`config.mk`:
```
export PLATFORM = sky130hd
export DESIGN_NAME = mbist_keyed_ctrl
export DESIGN_NICKNAME = d
export VERILOG_FILES = /design/src/rtl/mbk_pkg.sv /design/src/rtl/mbk_ram.sv /design/src/rtl/mbk_regs.sv /design/src/rtl/mbk_march.sv /design/src/rtl/mbist_keyed_ctrl.sv
export SDC_FILE = /design/constraint.sdc
export NUM_CORES = 1
export LEC_CHECK = 0
export BUFFER_PORTS_ARGS = -buffer_cell sky130_fd_sc_hd__buf_4
export CAP_MARGIN = 10
export CORE_MARGIN = 2
export CORE_UTILIZATION = 50
export DETAILED_ROUTE_END_ITERATION = 10
export GPL_ROUTABILITY_DRIVEN = 0
export PLACE_DENSITY = 0.77
export SETUP_SLACK_MARGIN = 0.02
export SLEW_MARGIN = 5
export SYNTH_ARGS = -nofsm -noshare
export SYNTH_HDL_FRONTEND = slang
export SYNTH_HIERARCHICAL = 1
export SYNTH_SLANG_ARGS = --single-unit
```
`constraint.sdc`:
```
create_clock -name clk -period 13.9 [get_ports clk]
set_input_delay 2.78 -clock clk [delete_from_list [all_inputs] [get_ports clk]]
set_output_delay 2.78 -clock clk [all_outputs]
set_load 0.05 [all_outputs]
```
`src/rtl/mbk_pkg.sv`:
```
package mbk_pkg;
  localparam int REG_AW = 4;
  localparam int REG_DW = 16;

  localparam logic [REG_AW-1:0] RA_KEY  = 4'h0;
  localparam logic [REG_AW-1:0] RA_CLK  = 4'h1;
  localparam logic [REG_AW-1:0] RA_LP0  = 4'h2;
  localparam logic [REG_AW-1:0] RA_OVR  = 4'h6;
  localparam logic [REG_AW-1:0] RA_DLOG = 4'h7;
  localparam logic [REG_AW-1:0] RA_ALG  = 4'h8;
  localparam logic [REG_AW-1:0] RA_GLO  = 4'h9;
  localparam logic [REG_AW-1:0] RA_GHI  = 4'hA;
  localparam logic [REG_AW-1:0] RA_RMSK = 4'hB;
  localparam logic [REG_AW-1:0] RA_FL0  = 4'hC;
  localparam logic [REG_AW-1:0] RA_FL1  = 4'hD;
  localparam logic [REG_AW-1:0] RA_CA1  = 4'hE;
  localparam logic [REG_AW-1:0] RA_CA2  = 4'hF;

  localparam int N_LOOP = 4;

  localparam logic [7:0]        KEY_OPEN = 8'hA5;
  localparam logic [3:0]        OVR_HOST = 4'h9;
  localparam logic [REG_DW-1:0] DLOG_GO  = 16'h021C;
  localparam logic [7:0]        ALG_MARCH = 8'h01;

  // constant selection table: [0] algorithm, [1] group low, [2] group high
  localparam int ROM_N = 3;
  localparam logic [ROM_N-1:0][REG_DW-1:0] ROM_TBL = {16'h0000, 16'h0001, 16'h0001};

  typedef enum logic [1:0] {ST_IDLE, ST_RUN, ST_DONE} eng_st_e;

  localparam int N_ELEM = 6;
endpackage

```
`src/rtl/mbk_ram.sv`:
```
module mbk_ram #(
  parameter int ADDR_W     = 4,
  parameter int DATA_W     = 8,
  parameter bit FAULT_EN   = 1'b0,
  parameter int FAULT_ADDR = 0,
  parameter int FAULT_BIT  = 0
) (
  input  logic              clk,
  input  logic              we,
  input  logic [ADDR_W-1:0] addr,
  input  logic [DATA_W-1:0] wdata,
  output logic [DATA_W-1:0] rdata
);
  localparam int DEPTH = 1 << ADDR_W;

  logic [DATA_W-1:0] mem [DEPTH];
  logic [DATA_W-1:0] raw;

  always_ff @(posedge clk) begin
    if (we) mem[addr] <= wdata;
  end

  assign raw = mem[addr];

  generate
    if (FAULT_EN) begin : g_stuck
      localparam logic [ADDR_W-1:0] F_ADDR = ADDR_W'(FAULT_ADDR);
      localparam logic [DATA_W-1:0] F_MASK = DATA_W'(1) << FAULT_BIT;
      assign rdata = (addr == F_ADDR) ? (raw | F_MASK) : raw;
    end else begin : g_clean
      assign rdata = raw;
    end
  endgenerate
endmodule

```
`src/rtl/mbk_regs.sv`:
```
module mbk_regs
  import mbk_pkg::*;
(
  input  logic              clk,
  input  logic              rst_n,
  input  logic              we,
  input  logic [REG_AW-1:0] addr,
  input  logic [REG_DW-1:0] wdata,
  input  logic              busy,
  output logic              key_ok,
  output logic              clk_act,
  output logic              start_go,
  output logic              run_ok,
  output logic [7:0]        key_o,
  output logic [N_LOOP-1:0][REG_DW-1:0] loop_o,
  output logic [3:0]        ovr_o,
  output logic [REG_DW-1:0] dlog_o,
  output logic [7:0]        alg_o,
  output logic [REG_DW-1:0] glo_o,
  output logic [REG_DW-1:0] ghi_o,
  output logic [1:0]        rmsk_o
);
  localparam logic [7:0]        ROM_ALG = ROM_TBL[0][7:0];
  localparam logic [REG_DW-1:0] ROM_GLO = ROM_TBL[1];
  localparam logic [REG_DW-1:0] ROM_GHI = ROM_TBL[2];

  logic [7:0]        key_q, key_d;
  logic              clk_q, clk_d;
  logic [N_LOOP-1:0][REG_DW-1:0] loop_q, loop_d;
  logic [3:0]        ovr_q, ovr_d;
  logic [REG_DW-1:0] dlog_q, dlog_d;
  logic [7:0]        alg_q, alg_d;
  logic [REG_DW-1:0] glo_q, glo_d, ghi_q, ghi_d;
  logic [1:0]        rmsk_q, rmsk_d;

  logic wr_open, wr_cfg, host_sel, copy_back;
  logic [7:0]        eff_alg;
  logic [REG_DW-1:0] eff_glo, eff_ghi;

  assign key_ok    = (key_q == KEY_OPEN);
  assign wr_open   = we && key_ok;
  assign wr_cfg    = wr_open && clk_q;
  assign host_sel  = (ovr_q == OVR_HOST);
  assign start_go  = wr_cfg && (addr == RA_DLOG) && (wdata == DLOG_GO) && !busy;
  assign copy_back = start_go && ovr_q[0];

  assign eff_alg = rmsk_q[0] ? ROM_ALG : alg_q;
  assign eff_glo = rmsk_q[1] ? ROM_GLO : glo_q;
  assign eff_ghi = rmsk_q[1] ? ROM_GHI : ghi_q;
  assign run_ok  = (eff_alg == ALG_MARCH) && (eff_glo == 16'h0001) && (eff_ghi == '0);

  always_comb begin
    key_d  = key_q;
    clk_d  = clk_q;
    loop_d = loop_q;
    ovr_d  = ovr_q;
    dlog_d = dlog_q;
    alg_d  = alg_q;
    glo_d  = glo_q;
    ghi_d  = ghi_q;
    rmsk_d = rmsk_q;
    if (we && addr == RA_KEY) key_d = wdata[7:0];
    if (!key_ok) begin
      clk_d  = 1'b0;
      loop_d = '0;
      ovr_d  = '0;
      dlog_d = '0;
      alg_d  = '0;
      glo_d  = '0;
      ghi_d  = '0;
      rmsk_d = '0;
    end else begin
      if (wr_open && addr == RA_CLK) clk_d = wdata[0];
      if (wr_cfg) begin
        for (int i = 0; i < N_LOOP; i++) begin
          if (addr == RA_LP0 + REG_AW'(i)) loop_d[i] = wdata;
        end
        if (addr == RA_OVR)  ovr_d  = wdata[3:0];
        if (addr == RA_DLOG) dlog_d = wdata;
        if (addr == RA_RMSK) rmsk_d = wdata[1:0];
        if (host_sel && addr == RA_ALG) alg_d = wdata[7:0];
        if (host_sel && addr == RA_GLO) glo_d = wdata;
        if (host_sel && addr == RA_GHI) ghi_d = wdata;
      end
      if (copy_back && rmsk_q[0]) alg_d = ROM_ALG;
      if (copy_back && rmsk_q[1]) begin
        glo_d = ROM_GLO;
        ghi_d = ROM_GHI;
      end
    end
  end

  always_ff @(posedge clk or negedge rst_n) begin
    if (!rst_n) begin
      key_q  <= '0;
      clk_q  <= 1'b0;
      loop_q <= '0;
      ovr_q  <= '0;
      dlog_q <= '0;
      alg_q  <= '0;
      glo_q  <= '0;
      ghi_q  <= '0;
      rmsk_q <= '0;
    end else begin
      key_q  <= key_d;
      clk_q  <= clk_d;
      loop_q <= loop_d;
      ovr_q  <= ovr_d;
      dlog_q <= dlog_d;
      alg_q  <= alg_d;
      glo_q  <= glo_d;
      ghi_q  <= ghi_d;
      rmsk_q <= rmsk_d;
    end
  end

  assign clk_act = clk_q;
  assign key_o   = key_q;
  assign loop_o  = loop_q;
  assign ovr_o   = ovr_q;
  assign dlog_o  = dlog_q;
  assign alg_o   = alg_q;
  assign glo_o   = glo_q;
  assign ghi_o   = ghi_q;
  assign rmsk_o  = rmsk_q;


  key_lock_chk: assert property (@(posedge clk) disable iff (!rst_n)
    (!key_ok && $past(!key_ok)) |-> (dlog_q == '0 && clk_q == 1'b0));


  clk_gate_chk: assert property (@(posedge clk) disable iff (!rst_n)
    (key_ok && $past(key_ok) && !$past(clk_q)) |-> (ovr_q == $past(ovr_q) && rmsk_q == $past(rmsk_q)));


  ovr_guard_chk: assert property (@(posedge clk) disable iff (!rst_n)
    (key_ok && $past(key_ok) && $past(ovr_q) == 4'h0) |-> (alg_q == $past(alg_q) && glo_q == $past(glo_q)));
endmodule

```
`src/rtl/mbk_march.sv`:
```
module mbk_march
  import mbk_pkg::*;
#(
  parameter int ADDR_W = 4,
  parameter int DATA_W = 8
) (
  input  logic              clk,
  input  logic              rst_n,
  input  logic              key_ok,
  input  logic              clk_en,
  input  logic              start_go,
  input  logic              run_ok,
  output logic              ram_we,
  output logic [ADDR_W-1:0] ram_addr,
  output logic [DATA_W-1:0] ram_wdata,
  input  logic [DATA_W-1:0] ram_rdata,
  output logic              busy,
  output logic              irq,
  output logic [REG_DW-1:0] fail0,
  output logic [REG_DW-1:0] fail1,
  output logic [REG_DW-1:0] capa1,
  output logic [REG_DW-1:0] capa2
);
  localparam logic [ADDR_W-1:0] IDX_MAX   = '1;
  localparam logic [2:0]        LAST_ELEM = 3'(N_ELEM - 1);
  localparam int                CNT_W     = 8;

  eng_st_e            st_q, st_d;
  logic [2:0]         elem_q, elem_d;
  logic [ADDR_W-1:0]  idx_q, idx_d;
  logic               irq_q, irq_d;
  logic               ran_q, ran_d;
  logic [DATA_W-1:0]  fmask_q, fmask_d;
  logic [CNT_W-1:0]   fcnt_q, fcnt_d;
  logic [ADDR_W-1:0]  ffirst_q, ffirst_d;
  logic [REG_DW-1:0]  rdcnt_q, rdcnt_d;

  logic step, op_rd, op_wr, exp_one, wr_one, go_down, miss;
  logic [DATA_W-1:0] exp_word;

  // March C-: w0 / up r0w1 / up r1w0 / down r0w1 / down r1w0 / r0
  assign step      = (st_q == ST_RUN) && clk_en;
  assign op_rd     = (elem_q != 3'd0);
  assign op_wr     = (elem_q != LAST_ELEM);
  assign exp_one   = (elem_q == 3'd2) || (elem_q == 3'd4);
  assign wr_one    = (elem_q == 3'd1) || (elem_q == 3'd3);
  assign go_down   = (elem_q == 3'd3) || (elem_q == 3'd4);
  assign exp_word  = exp_one ? '1 : '0;
  assign ram_addr  = go_down ? ~idx_q : idx_q;
  assign ram_wdata = wr_one ? '1 : '0;
  assign ram_we    = step && op_wr;
  assign miss      = step && op_rd && (ram_rdata != exp_word);

  always_comb begin
    st_d     = st_q;
    elem_d   = elem_q;
    idx_d    = idx_q;
    irq_d    = irq_q;
    ran_d    = ran_q;
    fmask_d  = fmask_q;
    fcnt_d   = fcnt_q;
    ffirst_d = ffirst_q;
    rdcnt_d  = rdcnt_q;
    if (!key_ok) begin
      st_d     = ST_IDLE;
      elem_d   = '0;
      idx_d    = '0;
      irq_d    = 1'b0;
      ran_d    = 1'b0;
      fmask_d  = '0;
      fcnt_d   = '0;
      ffirst_d = '0;
      rdcnt_d  = '0;
    end else if (start_go) begin
      elem_d   = '0;
      idx_d    = '0;
      fmask_d  = '0;
      fcnt_d   = '0;
      ffirst_d = '0;
      rdcnt_d  = '0;
      ran_d    = run_ok;
      st_d     = run_ok ? ST_RUN : ST_DONE;
      irq_d    = !run_ok;
    end else if (step) begin
      if (op_rd) rdcnt_d = rdcnt_q + 1'b1;
      if (miss) begin
        if (fcnt_q == '0) begin
          fmask_d  = ram_rdata ^ exp_word;
          ffirst_d = ram_addr;
        end
        if (fcnt_q != '1) fcnt_d = fcnt_q + 1'b1;
      end
      if (idx_q == IDX_MAX) begin
        idx_d = '0;
        if (elem_q == LAST_ELEM) begin
          st_d  = ST_DONE;
          irq_d = 1'b1;
        end else begin
          elem_d = elem_q + 1'b1;
        end
      end else begin
        idx_d = idx_q + 1'b1;
      end
    end
  end

  always_ff @(posedge clk or negedge rst_n) begin
    if (!rst_n) begin
      st_q     <= ST_IDLE;
      elem_q   <= '0;
      idx_q    <= '0;
      irq_q    <= 1'b0;
      ran_q    <= 1'b0;
      fmask_q  <= '0;
      fcnt_q   <= '0;
      ffirst_q <= '0;
      rdcnt_q  <= '0;
    end else begin
      st_q     <= st_d;
      elem_q   <= elem_d;
      idx_q    <= idx_d;
      irq_q    <= irq_d;
      ran_q    <= ran_d;
      fmask_q  <= fmask_d;
      fcnt_q   <= fcnt_d;
      ffirst_q <= ffirst_d;
      rdcnt_q  <= rdcnt_d;
    end
  end

  assign busy  = (st_q == ST_RUN);
  assign irq   = irq_q;
  assign fail0 = REG_DW'(fmask_q);
  assign fail1 = REG_DW'(fcnt_q);
  assign capa1 = (REG_DW'(ran_q) << 8) | REG_DW'(ffirst_q);
  assign capa2 = rdcnt_q;


  start_only_chk: assert property (@(posedge clk) disable iff (!rst_n)
    (st_q != ST_RUN && !start_go) |=> (st_q != ST_RUN));


  irq_hold_chk: assert property (@(posedge clk) disable iff (!rst_n)
    (irq_q && key_ok && !start_go) |=> irq_q);


  fcnt_mono_chk: assert property (@(posedge clk) disable iff (!rst_n)
    (busy && key_ok && !start_go) |=> (fcnt_q >= $past(fcnt_q)));


  pause_hold_chk: assert property (@(posedge clk) disable iff (!rst_n)
    (busy && !clk_en && key_ok && !start_go) |=> ($stable(idx_q) && $stable(rdcnt_q)));
endmodule

```
`src/rtl/mbist_keyed_ctrl.sv`:
```
module mbist_keyed_ctrl
  import mbk_pkg::*;
#(
  parameter int ADDR_W     = 4,
  parameter int DATA_W     = 8,
  parameter bit FAULT_EN   = 1'b0,
  parameter int FAULT_ADDR = 0,
  parameter int FAULT_BIT  = 0
) (
  input  logic        clk,
  input  logic        rst_n,
  input  logic        reg_we,
  input  logic [3:0]  reg_addr,
  input  logic [15:0] reg_wdata,
  output logic [15:0] reg_rdata,
  output logic        irq_done
);
  logic [1:0] rst_sync_q;
  logic       rst_s_n;

  always_ff @(posedge clk or negedge rst_n) begin
    if (!rst_n) rst_sync_q <= '0;
    else        rst_sync_q <= {rst_sync_q[0], 1'b1};
  end
  assign rst_s_n = rst_sync_q[1];

  logic key_ok, clk_act, start_go, run_ok, busy;
  logic [7:0]        key_v, alg_v;
  logic [N_LOOP-1:0][REG_DW-1:0] loop_v;
  logic [3:0]        ovr_v;
  logic [1:0]        rmsk_v;
  logic [REG_DW-1:0] dlog_v, glo_v, ghi_v, fl0_v, fl1_v, ca1_v, ca2_v;
  logic              ram_we;
  logic [ADDR_W-1:0] ram_addr;
  logic [DATA_W-1:0] ram_wdata, ram_rdata;

  mbk_regs u_regs (
    .clk      (clk),
    .rst_n    (rst_s_n),
    .we       (reg_we),
    .addr     (reg_addr),
    .wdata    (reg_wdata),
    .busy     (busy),
    .key_ok   (key_ok),
    .clk_act  (clk_act),
    .start_go (start_go),
    .run_ok   (run_ok),
    .key_o    (key_v),
    .loop_o   (loop_v),
    .ovr_o    (ovr_v),
    .dlog_o   (dlog_v),
    .alg_o    (alg_v),
    .glo_o    (glo_v),
    .ghi_o    (ghi_v),
    .rmsk_o   (rmsk_v)
  );

  mbk_march #(.ADDR_W(ADDR_W), .DATA_W(DATA_W)) u_march (
    .clk       (clk),
    .rst_n     (rst_s_n),
    .key_ok    (key_ok),
    .clk_en    (clk_act),
    .start_go  (start_go),
    .run_ok    (run_ok),
    .ram_we    (ram_we),
    .ram_addr  (ram_addr),
    .ram_wdata (ram_wdata),
    .ram_rdata (ram_rdata),
    .busy      (busy),
    .irq       (irq_done),
    .fail0     (fl0_v),
    .fail1     (fl1_v),
    .capa1     (ca1_v),
    .capa2     (ca2_v)
  );

  mbk_ram #(
    .ADDR_W(ADDR_W), .DATA_W(DATA_W),
    .FAULT_EN(FAULT_EN), .FAULT_ADDR(FAULT_ADDR), .FAULT_BIT(FAULT_BIT)
  ) u_ram (
    .clk   (clk),
    .we    (ram_we),
    .addr  (ram_addr),
    .wdata (ram_wdata),
    .rdata (ram_rdata)
  );

  always_comb begin
    reg_rdata = '0;
    case (reg_addr)
      RA_KEY:  reg_rdata = {8'h00, key_v};
      RA_CLK:  reg_rdata = {15'h0, clk_act};
      RA_OVR:  reg_rdata = {12'h0, ovr_v};
      RA_DLOG: reg_rdata = dlog_v;
      RA_ALG:  reg_rdata = {8'h00, alg_v};
      RA_GLO:  reg_rdata = glo_v;
      RA_GHI:  reg_rdata = ghi_v;
      RA_RMSK: reg_rdata = {14'h0, rmsk_v};
      RA_FL0:  reg_rdata = fl0_v;
      RA_FL1:  reg_rdata = fl1_v;
      RA_CA1:  reg_rdata = ca1_v;
      RA_CA2:  reg_rdata = ca2_v;
      default: reg_rdata = loop_v[reg_addr - RA_LP0];
    endcase
  end
endmodule

```
* After elaboration in Yosys (flattened, before gate mapping)
Memories as Yosys holds them, arrays and structs flattened.
Cells that the tools add are included.
** Word-level totals
- Bits of input ports :: 23
- Output and inout port bits :: 17
- Logic and storage cells :: 209
- RAM bits :: 128
- Memories :: 1
- Memory bits (read-only) :: 0
- Bits in latches :: 0
- Bits in registers :: 184
** Memory list
- u_ram.mem :: depth 16, width 8, rd ports 1, clocked after Yosys merged registers in 0, write ports 1, RTL line mbk_ram.sv:16 : logic [DATA_W-1:0] mem [DEPTH];
** Operators by class
- Add/sub/neg operators :: 5
- Reduce and logical (&&, ||, !) cells :: 43
- $lt $le $gt $ge :: 1
- Multipliers :: 0
- Muxes and demuxes :: 81
- Divide/modulo/power cells :: 0
- Shift-type cells :: 0
- Eq/ne operators :: 53
- Bitwise logic cells :: 3
** Operator list (count)
- $mux W16 :: 22
- $pmux W16 S12 :: 1
- $mux W8 :: 17
- $mux W64 :: 2
- $mux W4 :: 13
- $ne A3 B3 Y1 const B :: 14
- $eq A4 B4 Y1 const B :: 10
- $bmux W16 S2 :: 1
- $reduce_and A2 Y1 :: 11
- $ne A2 B2 Y1 const B :: 10
- $logic_and A1 B1 Y1 :: 19
- $mux W2 :: 9
- $add A16 B1 Y16 const B :: 1
- $eq A16 B1 Y1 const B :: 1
- $eq A16 B10 Y1 const B :: 1
- $eq A4 B3 Y1 const B :: 4
- $logic_not A16 Y1 :: 1
- $mux W3 :: 5
- $reduce_and A3 Y1 :: 4
- $mux W1 :: 11
- $or A9 B4 Y9 :: 1
- $add A8 B1 Y8 const B :: 1
- $eq A4 B2 Y1 const B :: 2
- $eq A8 B1 Y1 const B :: 1
- 19 further kinds :: 24

* Longest topological paths before layout
- Depth in word-level cells :: 10
- Gate-level depth with buffers :: 15
- Mapped depth without buffers :: 12

* Hierarchy
Netlist, hierarchy kept.
** Modules (own cells, without submodules)
- mbk_regs :: area an instance 5885.6 µm², sequential area each 3378.2 µm², cells each 603, times used 1
- mbk_ram :: area an instance 4907.2 µm², sequential area each 3843.7 µm², cells each 222, times used 1
- mbk_march :: area an instance 2793.9 µm², sequential area each 1151.1 µm², cells each 295, times used 1
- mbist_keyed_ctrl :: area an instance 1964.4 µm², sequential area each 50.0 µm², cells each 268, times used 1

* Worst setup path after synthesis
No wires, ideal clock.
- Path type :: input to output
- From :: input port reg_addr[0]
- To :: output port reg_rdata[2]
- Setup slack :: 6.703 ns
- Data required time :: 11.120 ns
- Path buffers :: 2
- Stages :: 7
- Arrival time :: 4.417 ns
- Cell sequence :: buf_6 -> buf_4 -> nor2b_1 -> a22oi_1 -> o32ai_1 -> a31oi_1 -> a21oi_1
** Between the ends
- Cells in the longest elaborated chain, start to end :: 4
- Elaborated cells on any way between the ends :: 16
- Classes of those cells :: add/sub (1); eq/ne (11); mux (3); reduce/logical (1)
** RTL lines
- start: declaration :: RTL line mbist_keyed_ctrl.sv:13 : input logic [3:0] reg_addr,
- $sub A4 B2 Y4 :: RTL line mbist_keyed_ctrl.sv:103 : default: reg_rdata = loop_v[reg_addr - RA_LP0];
- $bmux W16 S2 :: RTL line mbist_keyed_ctrl.sv:103
- $mux W16 (not written as such) :: RTL line mbist_keyed_ctrl.sv:103
- $pmux W16 S12 (*) :: RTL line mbist_keyed_ctrl.sv:90 : case (reg_addr)
- end: declaration :: RTL line mbist_keyed_ctrl.sv:15 : output logic [15:0] reg_rdata,
Every way passes the cells marked *; elsewhere a longest branch is shown, timed or not. The select of a mux whose other input is x is not followed.

* Worst setup path after layout
- From :: input port reg_addr[2]
- To :: output port reg_rdata[4]
** Between the ends
- Cells in the longest elaborated chain, start to end :: 2
- Elaborated cells on any way between the ends :: 13
- Classes of those cells :: eq/ne (11); mux (1); reduce/logical (1)
** RTL lines (RTL line)
- $eq A4 B4 Y1 (tied with other cells) :: mbist_keyed_ctrl.sv:90
- $pmux W16 S12 (*) :: mbist_keyed_ctrl.sv:90
Every way passes the cells marked *; elsewhere a longest branch is shown, timed or not.

==> results_dict.tcl <==
set metrics [dict create \
    fin_crit_sh 0.5657 \
    clockBufferDepth 3 \
    synth_edf_count 128 \
    die_area_um2 32530 \
    path_buf_inv 3 \
    pin_count 40 \
    synth_area_um2 15550 \
    antenna_cells 0 \
    path_cells "buf_4 -> inv_1 -> nand2_1 -> a21o_1 -> nor2_1 -> a21oi_1 -> buf_4" \
    period_needed_ns 7.863 \
    p_comb_frac 0.057 \
    syn_inst 1388 \
    areaGrowthSynthToFinish_pct 8.207 \
    cpLargestDelayFamily "buffers and inverters" \
    cts_tree "yes" \
    setup_viol 0 \
    p_leak_uw 0.005851 \
    crit_fanout 41 \
    cp.arrival_ns 5.08 \
    status "finished clean" \
    whs_ns 0.3027 \
    cts_resized 0 \
    peakVddDrop_uv 123.1 \
    power_frac_seq 0.504 \
    p_switching_uw 443.8 \
    clock_sinks 311 \
    p_per_area_nw_per_um2 114.2 \
    min-delay-path-class "reg -> async" \
    dpl_cell_area_um2 15800 \
    postRouteAntennaNets 0 \
    yosysSeqAreaShare 0.5416 \
    ys.flop_type "dfrtp_1" \
    postLayoutCellArea_um2 16830 \
    grt_pass1_wl_um 60800 \
    cpPeakStageDelay_ns 0.50 \
    maxSlewHeadroom 0.1754 \
    rsz0062_at_grt "no" \
    core_area_um2 30590 \
    internal-power_uw 1478 \
    fin_nets 1402 \
    firstDrtPassIters 6 \
    sw_frac_of_total 0.2310 \
    crit_path_frequent_cell "buf_4" \
    async_flop_share 0.5884 \
    hold_buffers 0 \
    port_buffers 39 \
    layout_commonest_cell "nand2_1" \
    postCtsSetupBuffers 0 \
    finClkSkew_ns 0.02526 \
    mostFrequentLayoutCells "233 x nand2_1, 182 x dfrtp_1, 128 x edfxtp_1" \
    drc 0 \
    slew_violations 0 \
    worst_pin_slew_ns 1.232 \
    avgSynthCellArea_um2 11.20 \
    antenna_found_initial 0 \
    utilization 0.5501 \
    required_ns 11.12 \
    grt_max_degree 129 \
    drive_gt1_frac 0.1403 \
    hpwl_um 24750 \
    wl_per_cell_um 21.46 \
    pwr-share-clk 0.439 \
    routed_wirelength_um 38330 \
    rows 64 \
    critPathSlowestCell "a21o_1" \
    yosysUniqueCellTypes 86 \
    tns_ns 0 \
    root_buffer "clkbuf_16" \
    overflow 0 \
    dieWidth_um 180.4 \
    cts_htree_levels 2 \
    critPathKind "in -> out" \
    grt_util_all_layers 0.2352 \
    grt_pass1_vias 10700 \
    max-cap-violations 0 \
    vias_per_cell 6.224 \
    cts_buffers 34 \
    num_vias 11120 \
    path_clk_slew_ns 0.06 \
    final_hold_viol_count 0 \
    drt_iter0_markers 1524 \
    yosys_warnings 6 \
    die_height_um 180.4 \
    end_kind "primary output" \
    start_util 0.5084 \
    ys_seq_elements 311 \
    cp-start-kind "input pin" \
    clkLatencyLatePin_ns 0.54 \
    fmax_ghz 0.1272 \
]
==> per-layer routing <==
metal / up-vias / wire (um) / track usage
met5: - / 0 / 0
met1: 5475 / 15480 / 0.3223
met4: 0 / 1482 / 0.09774
met2: 547 / 17950 / 0.3631
li1: 4961 / - / -
met3: 133 / 3418 / 0.05497
==> final cells by class <==
type / instances / area [um^2]
clock inverters: 15 / 110.1
fillers: 2493 / 13760
repair buffers: 52 / 387.9
inverters: 14 / 52.55
well taps: 396 / 495.5
flip-flops and latches: 311 / 8427
multi-input cells: 957 / 6437
clock buffers: 41 / 917.1
==> cells by family after synthesis <==
family	synth area share
other cells	0.0004829
xor+xnor	0.01577
buf+inv	0.05246
simple gates	0.1561
mux	0.1176
flops	0.5416
compound gates	0.1087
fa+ha+maj	0.007241
==> metrics by stage <==
stage          power (uW)  worst slack (ns)  std cells
2_1_floorplan        1064             6.703       1414
3_3_place_gp         1090             6.196       1729
3_5_place_dp         1092             6.176       1729
4_1_cts              1933             6.169       1785
5_1_grt              1978             5.922       1786
6_report             1921             6.037       1786
==> sequential cells by signal (all words and copies together), names as in the netlist <==
register	count
rst_sync_q	2
u_march/capa2	16
u_march/elem_q	3
u_march/fcnt_q	8
u_march/ffirst_q	4
u_march/fmask_q	8
u_march/idx_q	4
u_march/ran_q	1
u_march/st_q	2
u_ram/mem	128
u_regs/alg_o	8
u_regs/clk_act	1
u_regs/dlog_o	16
u_regs/ghi_o	16
u_regs/glo_o	16
u_regs/key_o	8
u_regs/loop_o	64
u_regs/ovr_o	4
u_regs/rmsk_o	2
==> worst paths after layout <==
path | from | slack, ns | to | cells after the start
max in group asynchronous | rst_sync_q[1] | 11.44 | u_regs/glo_o[9] | 2
min in group clk | rst_sync_q[0] | 0.36 | rst_sync_q[1] | 0
worst max register to register | u_march/elem_q[0] | 8.95 | u_march/fmask_q[3] | 13
worst max-delay path | reg_addr[2] | 6.04 | reg_rdata[4] | 7
worst min register to register | rst_sync_q[1] | 0.30 | u_regs/loop_o[50] | 0
worst min-delay path | rst_sync_q[1] | 0.30 | u_regs/loop_o[50] | 0
==> cell usage after synthesis, types with 10 or more instances <==
library cell  instances  share of area
a21oi_1             113          0.036
a22oi_1              34          0.016
buf_2                32          0.010
buf_4                45          0.022
clkbuf_1             41         0.0099
dfrtp_1             183           0.29
edfxtp_1            128           0.25
inv_1                13         0.0031
mux2_2               20          0.014
mux2i_1              50          0.032
mux4_2               48          0.070
nand2_1             234          0.056
nand2b_1             12         0.0048
nand3_1              30         0.0097
nand4_1              20         0.0080
nor2_1              111          0.027
nor2b_1              11         0.0044
nor3_1               11         0.0035
nor4_1               14         0.0056
o21ai_0              47          0.015
o22ai_1              10         0.0040
xnor2_1              24          0.014
==> power by group through the flow <==
| stage | registers (uW) | clock network, uW | logic, uW |
|---|---|---|---|
| after global placement | 985 | 0 | 105 |
| after detailed placement | 985 | 0 | 107 |
| final | 968 | 844 | 109 |
| after floorplan | 987 | 0 | 76.4 |
| after global routing | 969 | 894 | 115 |
| after CTS | 968 | 858 | 107 |
==> worst register-to-register path, stage by stage, from the launching register on <==
cell	delay [ns]
dfrtp_1	0.38
inv_1	0.10
ha_1	0.27
mux2i_1	0.57
xnor2_2	0.19
buf_4	0.59
mux4_2	0.63
a22oi_1	0.28
nand2_1	0.16
nor4_1	0.30
nand3_1	0.30
nand4_1	0.65
mux2i_1	0.30
nor2_1	0.06
Power figures use the tool's default switching activity.
